==> src/rtl/can_warn_pkg.sv <==
package can_warn_pkg;

    typedef enum logic {
        WARN_IDLE   = 1'b0,
        WARN_RAISED = 1'b1
    } warn_state_e;

    localparam int NUM_CH = 2;
    localparam int CH_TX  = 0;
    localparam int CH_RX  = 1;

endpackage

==> src/rtl/can_warn_cross.sv <==
module can_warn_cross #(
    parameter int CW     = 8,
    parameter int THRESH = 96
) (
    input  logic          clk,
    input  logic          rst_n,
    input  logic [CW-1:0] count,
    output logic          crossed
);
    localparam logic [CW-1:0] LIMIT = CW'(THRESH);

    logic [CW-1:0] prev_q;

    always_ff @(posedge clk or negedge rst_n) begin
        if (!rst_n) begin
            prev_q <= '0;
        end else begin
            prev_q <= count;
        end
    end

    always_comb begin
        crossed = (prev_q < LIMIT) && (count >= LIMIT);
    end
endmodule

==> src/rtl/can_warn_flag.sv <==
module can_warn_flag
    import can_warn_pkg::*;
(
    input  logic clk,
    input  logic rst_n,
    input  logic enable,
    input  logic crossed,
    input  logic clear,
    output logic flag
);
    warn_state_e state_q, state_d;

    always_ff @(posedge clk or negedge rst_n) begin
        if (!rst_n) begin
            state_q <= WARN_IDLE;
        end else begin
            state_q <= state_d;
        end
    end

    always_comb begin
        state_d = state_q;
        unique case (state_q)
            WARN_IDLE: begin
                if (enable && crossed) begin
                    state_d = WARN_RAISED;      // raise
                end
            end
            WARN_RAISED: begin
                if (!enable) begin
                    state_d = WARN_IDLE;        // drop
                end else if (clear && !crossed) begin
                    state_d = WARN_IDLE;        // ack
                end
            end
            default: state_d = WARN_IDLE;
        endcase
    end

    always_comb begin
        flag = enable && (state_q == WARN_RAISED);
    end
endmodule

==> src/rtl/can_warn_flags.sv <==
module can_warn_flags
    import can_warn_pkg::*;
#(
    parameter int CW     = 8,
    parameter int THRESH = 96
) (
    input  logic          clk,
    input  logic          rst_n,
    input  logic          warn_en,
    input  logic [CW-1:0] tx_err_cnt,
    input  logic [CW-1:0] rx_err_cnt,
    input  logic          tx_clr,
    input  logic          rx_clr,
    output logic          tx_warn,
    output logic          rx_warn,
    output logic          warn_irq
);
    logic [NUM_CH-1:0][CW-1:0] cnt_vec;
    logic [NUM_CH-1:0]         clr_vec;
    logic [NUM_CH-1:0]         cross_vec;
    logic [NUM_CH-1:0]         flag_vec;

    always_comb begin
        cnt_vec[CH_TX] = tx_err_cnt;
        cnt_vec[CH_RX] = rx_err_cnt;
        clr_vec[CH_TX] = tx_clr;
        clr_vec[CH_RX] = rx_clr;
    end

    for (genvar ch = 0; ch < NUM_CH; ch++) begin : g_ch
        can_warn_cross #(
            .CW     (CW),
            .THRESH (THRESH)
        ) u_cross (
            .clk     (clk),
            .rst_n   (rst_n),
            .count   (cnt_vec[ch]),
            .crossed (cross_vec[ch])
        );

        can_warn_flag u_flag (
            .clk     (clk),
            .rst_n   (rst_n),
            .enable  (warn_en),
            .crossed (cross_vec[ch]),
            .clear   (clr_vec[ch]),
            .flag    (flag_vec[ch])
        );
    end

    always_comb begin
        tx_warn  = flag_vec[CH_TX];
        rx_warn  = flag_vec[CH_RX];
        warn_irq = warn_en && (|flag_vec);
    end
endmodule

==> config.mk <==
export PLATFORM = sky130hd
export DESIGN_NAME = can_warn_flags
export DESIGN_NICKNAME = d
export VERILOG_FILES = /design/src/rtl/can_warn_pkg.sv /design/src/rtl/can_warn_cross.sv /design/src/rtl/can_warn_flag.sv /design/src/rtl/can_warn_flags.sv
export SDC_FILE = /design/constraint.sdc
export NUM_CORES = 1
export LEC_CHECK = 0
export ABC_AREA = 1
export BUFFER_PORTS_ARGS = -buffer_cell sky130_fd_sc_hd__buf_2
export CORE_AREA = 4 4 41 43
export DETAILED_ROUTE_END_ITERATION = 6
export DIE_AREA = 0 0 45 47
export HOLD_SLACK_MARGIN = 0.08
export PLACE_DENSITY_LB_ADDON = 0.3
export SKIP_LAST_GASP = 1
export SLEW_MARGIN = 30
export SYNTH_ARGS = -nofsm -noshare
export SYNTH_HDL_FRONTEND = slang
export SYNTH_HIERARCHICAL = 1
export SYNTH_SLANG_ARGS = --single-unit
==> constraint.sdc <==
create_clock -name clk -period 1.2 [get_ports clk]
set_clock_uncertainty 0.1 [all_clocks]
set_input_delay 0.36 -clock clk [delete_from_list [all_inputs] [get_ports clk]]
set_output_delay 0.36 -clock clk [all_outputs]
set_load 0.02 [all_outputs]
==> impl_metrics.toml <==
[status]
outcome = "complete, but fails checks"
violations = "setup timing"

[setup_path]
crit_family = "flip-flops"
cp_max_fo = 2
path_cells = "nand2_1 > inv_2 > nor2_4 > nor2_4 > buf_6"
slowest_stage = "dfrtp_1"
worstSetupStartpointType = "flop"
worst-setup-path-type = "flop to primary output"
crit_path_max_incr_delay_ns = 0.37
crit_buf_inv = 2
worstSetupEndpointType = "primary output"
worstPathArrival_ns = 1.01
crit_top_cell = "nor2_4"
crit_required_ns = 0.74

[synthesis]
synth_top_family_by_area = "simple AND/OR/NAND/NOR gates"
synth_top_area_cell = "dfrtp_1"
ys_top_cells_by_count = "nand2_1, dfrtp_1, inv_1"
yosysWarnings = 6
synth.top_cell.area_share_pct = 66.9
synth_edf_count = 0
post-synth-top-count-cell = "nand2_1"
synthMuxAreaShare_pct = 0
seq_area_frac_synth_pct = 66.9
synth_fa_ha_area_share_pct = 0
syn-num-nets = 54
synth-main-ff-cell = "dfrtp_1"
ys_async_sr_fraction_pct = 100
synth-simple-area-share_pct = 20.9
syn_area_um2 = 299
synth_compound_area_share_pct = 3.35
ys_seq_elements = 8
ys_types = 6
syn_inst = 33
synth-xor-area-share_pct = 0
synth_area_per_cell_um2 = 9.06
synthTopCellsByArea = "dfrtp_1, nand2_1, inv_1"

[route]
vias = 250
via_per_inst = 3.68
drcViolationCount = 0
drt_iter0_markers = 2
ant_nets = 0
drtPass1Iterations = 2
wl_per_cell_um = 8.34
wl_um = 567

[clocking]
clock_latency_ns = 0.25
clockRootBuffer = "clkbuf_4"
clkSinkCount = 8
path_clk_slew_ns = 0.05
cts_tree = "built"
cts_made_buffers = 3
cts-htree-levels = 1
cts_buffer_depth = 2

[timing]
hold_viol = 0
setup_tns_ns = -0.658
slew_viol_final = 0
fin_crit_sh_pct = 122
setup_slack_ns = -0.266
rsz0062_at_grt = "yes"
fmax_mhz = 682
setup_viol = 3
tightest_slew_ns = 0.177
relSlewSlack_pct = 88.2
finalCriticalPeriod_ns = 1.47

[pwr]
p_comb_share_pct = 13.4
power.share.sequential_pct = 51.6
p_total_mw = 0.561
p_sw_mw = 0.125
power.density_nw_per_um2 = 1200
power_frac_clock_pct = 35.1
cellLeakagePower_nw = 0.269
switching_share_pct = 22.3
p_int_mw = 0.436
vdd_drop_max_uv = 533

[die]
start_util_pct = 23.0
fp-row-count = 13
io_pins = 24
die_w_um = 45
core-area_um2 = 1300
dieArea_um2 = 2120
die_h_um = 47

[global_routing]
grt.overflow.total = 0
grt_antenna_before_repair = 0
grt_pass1_wl_um = 972
grt_pass1_vias = 256
grt_usage_pct = 7.26
grt_max_degree = 9

[place]
dp.cells = 63
place_congestion = 0.639
portBuffers = 13

[finish]
antenna_cells = 0
area_growth_pct = 56.5
final_layout_size_suffix_gt1_share_pct = 43.4
finalNonFillerCells = 68
final_nets = 76

[job]
maxCapViolCount = 0

[min_path]
min-delay-path-class = "input port to flop"
[power groups by stage]
stage / Sequential, mW / Clock [mW] / Combinational (mW)
3_3_place_gp: 0.293 / 0 / 0.0640
5_1_grt: 0.290 / 0.219 / 0.0854
2_1_floorplan: 0.293 / 0 / 0.0285
3_5_place_dp: 0.294 / 0 / 0.0653
6_report: 0.289 / 0.197 / 0.0749
4_1_cts: 0.289 / 0.206 / 0.0724
[placed cells by master, fill, tap and decap left out, drive strengths merged]
cell type,instances
inv,7
nand2,10
a21oi,2
dfrtp,8
dlygate4sd3,1
nand3,2
clkbuf,3
nor2,4
buf,16
[worst paths after layout]
kind / from / end / slack (ns) / depth (start not counted)
hold / removal: tx_err_cnt[6] / g_ch[0].u_cross/prev_q[6] / 0.13 / 1
min in group asynchronous: rst_n / g_ch[0].u_cross/prev_q[6] / 0.38 / 2
hold reg to reg: g_ch[1].u_flag/state_q / g_ch[1].u_flag/state_q / 0.41 / 2
setup / recovery: g_ch[0].u_flag/state_q / warn_irq / -0.27 / 5
max in group asynchronous: rst_n / g_ch[1].u_flag/state_q / 0.45 / 2
setup reg to reg: g_ch[0].u_cross/prev_q[5] / g_ch[0].u_flag/state_q / 0.36 / 5
[cell type report]
cell class	count	area [um2]
Clock buffer	3	22.5
Fill cell	143	833
Inverter	7	26.3
Multi-Input combinational cell	18	87.6
Sequential cell	8	200
Tap cell	15	18.8
Timing Repair Buffer	17	113
[worst register-to-register path: cells and delay by family (launching register included)]
family           cells  cell delay [ns]
flip-flops           1             0.36
AND/OR/NAND/NOR      5             0.32
[through the flow]
| stage | cell area (um2) | hold slack [ns] | util [%] | setup slack, ns |
|---|---|---|---|---|
| 6_report | 468 | 0.130 | 36.0 | -0.266 |
| 5_1_grt | 468 | 0.121 | 36.0 | -0.299 |
| 4_1_cts | 454 | 0.124 | 34.9 | -0.275 |
| 3_5_place_dp | 408 | 0.109 | 31.3 | -0.190 |
| 3_3_place_gp | 408 | 0.107 | 31.3 | -0.187 |
| 2_1_floorplan | 309 | -0.0356 | - | 0.00814 |
[routing by layer]
metal  global-route usage [%]  vias up  wire (um)
met2                     9.89       11        248
li1                         -      137          -
met3                     3.83        2         66
met5                        0        -          0
met1                     7.26      100        243
met4                     8.77        0          8
[repair_timing]
item,CTS,global route
hold buffers,1,0
resized for setup,4,2
pin swaps,3,0
buffers inserted,0,1
setup endpoints to repair,3,3
endpoints found under the hold margin,8,0
[registers in the layout, summed over array words and instances, names as in the netlist]
register             cells
g_ch.u_cross/prev_q      6
g_ch.u_flag/state_q      2
[cell families (layout without fill, tap and decap cells)]
| group | Yosys count | count (layout) |
|---|---|---|
| AOI/OAI and AO/OA | 2 | 2 |
| DFF | 8 | 8 |
| and+or+nand+nor | 16 | 16 |
| buffers and inverters | 7 | 27 |
Note: power is estimated with default switching activity, not from simulation.
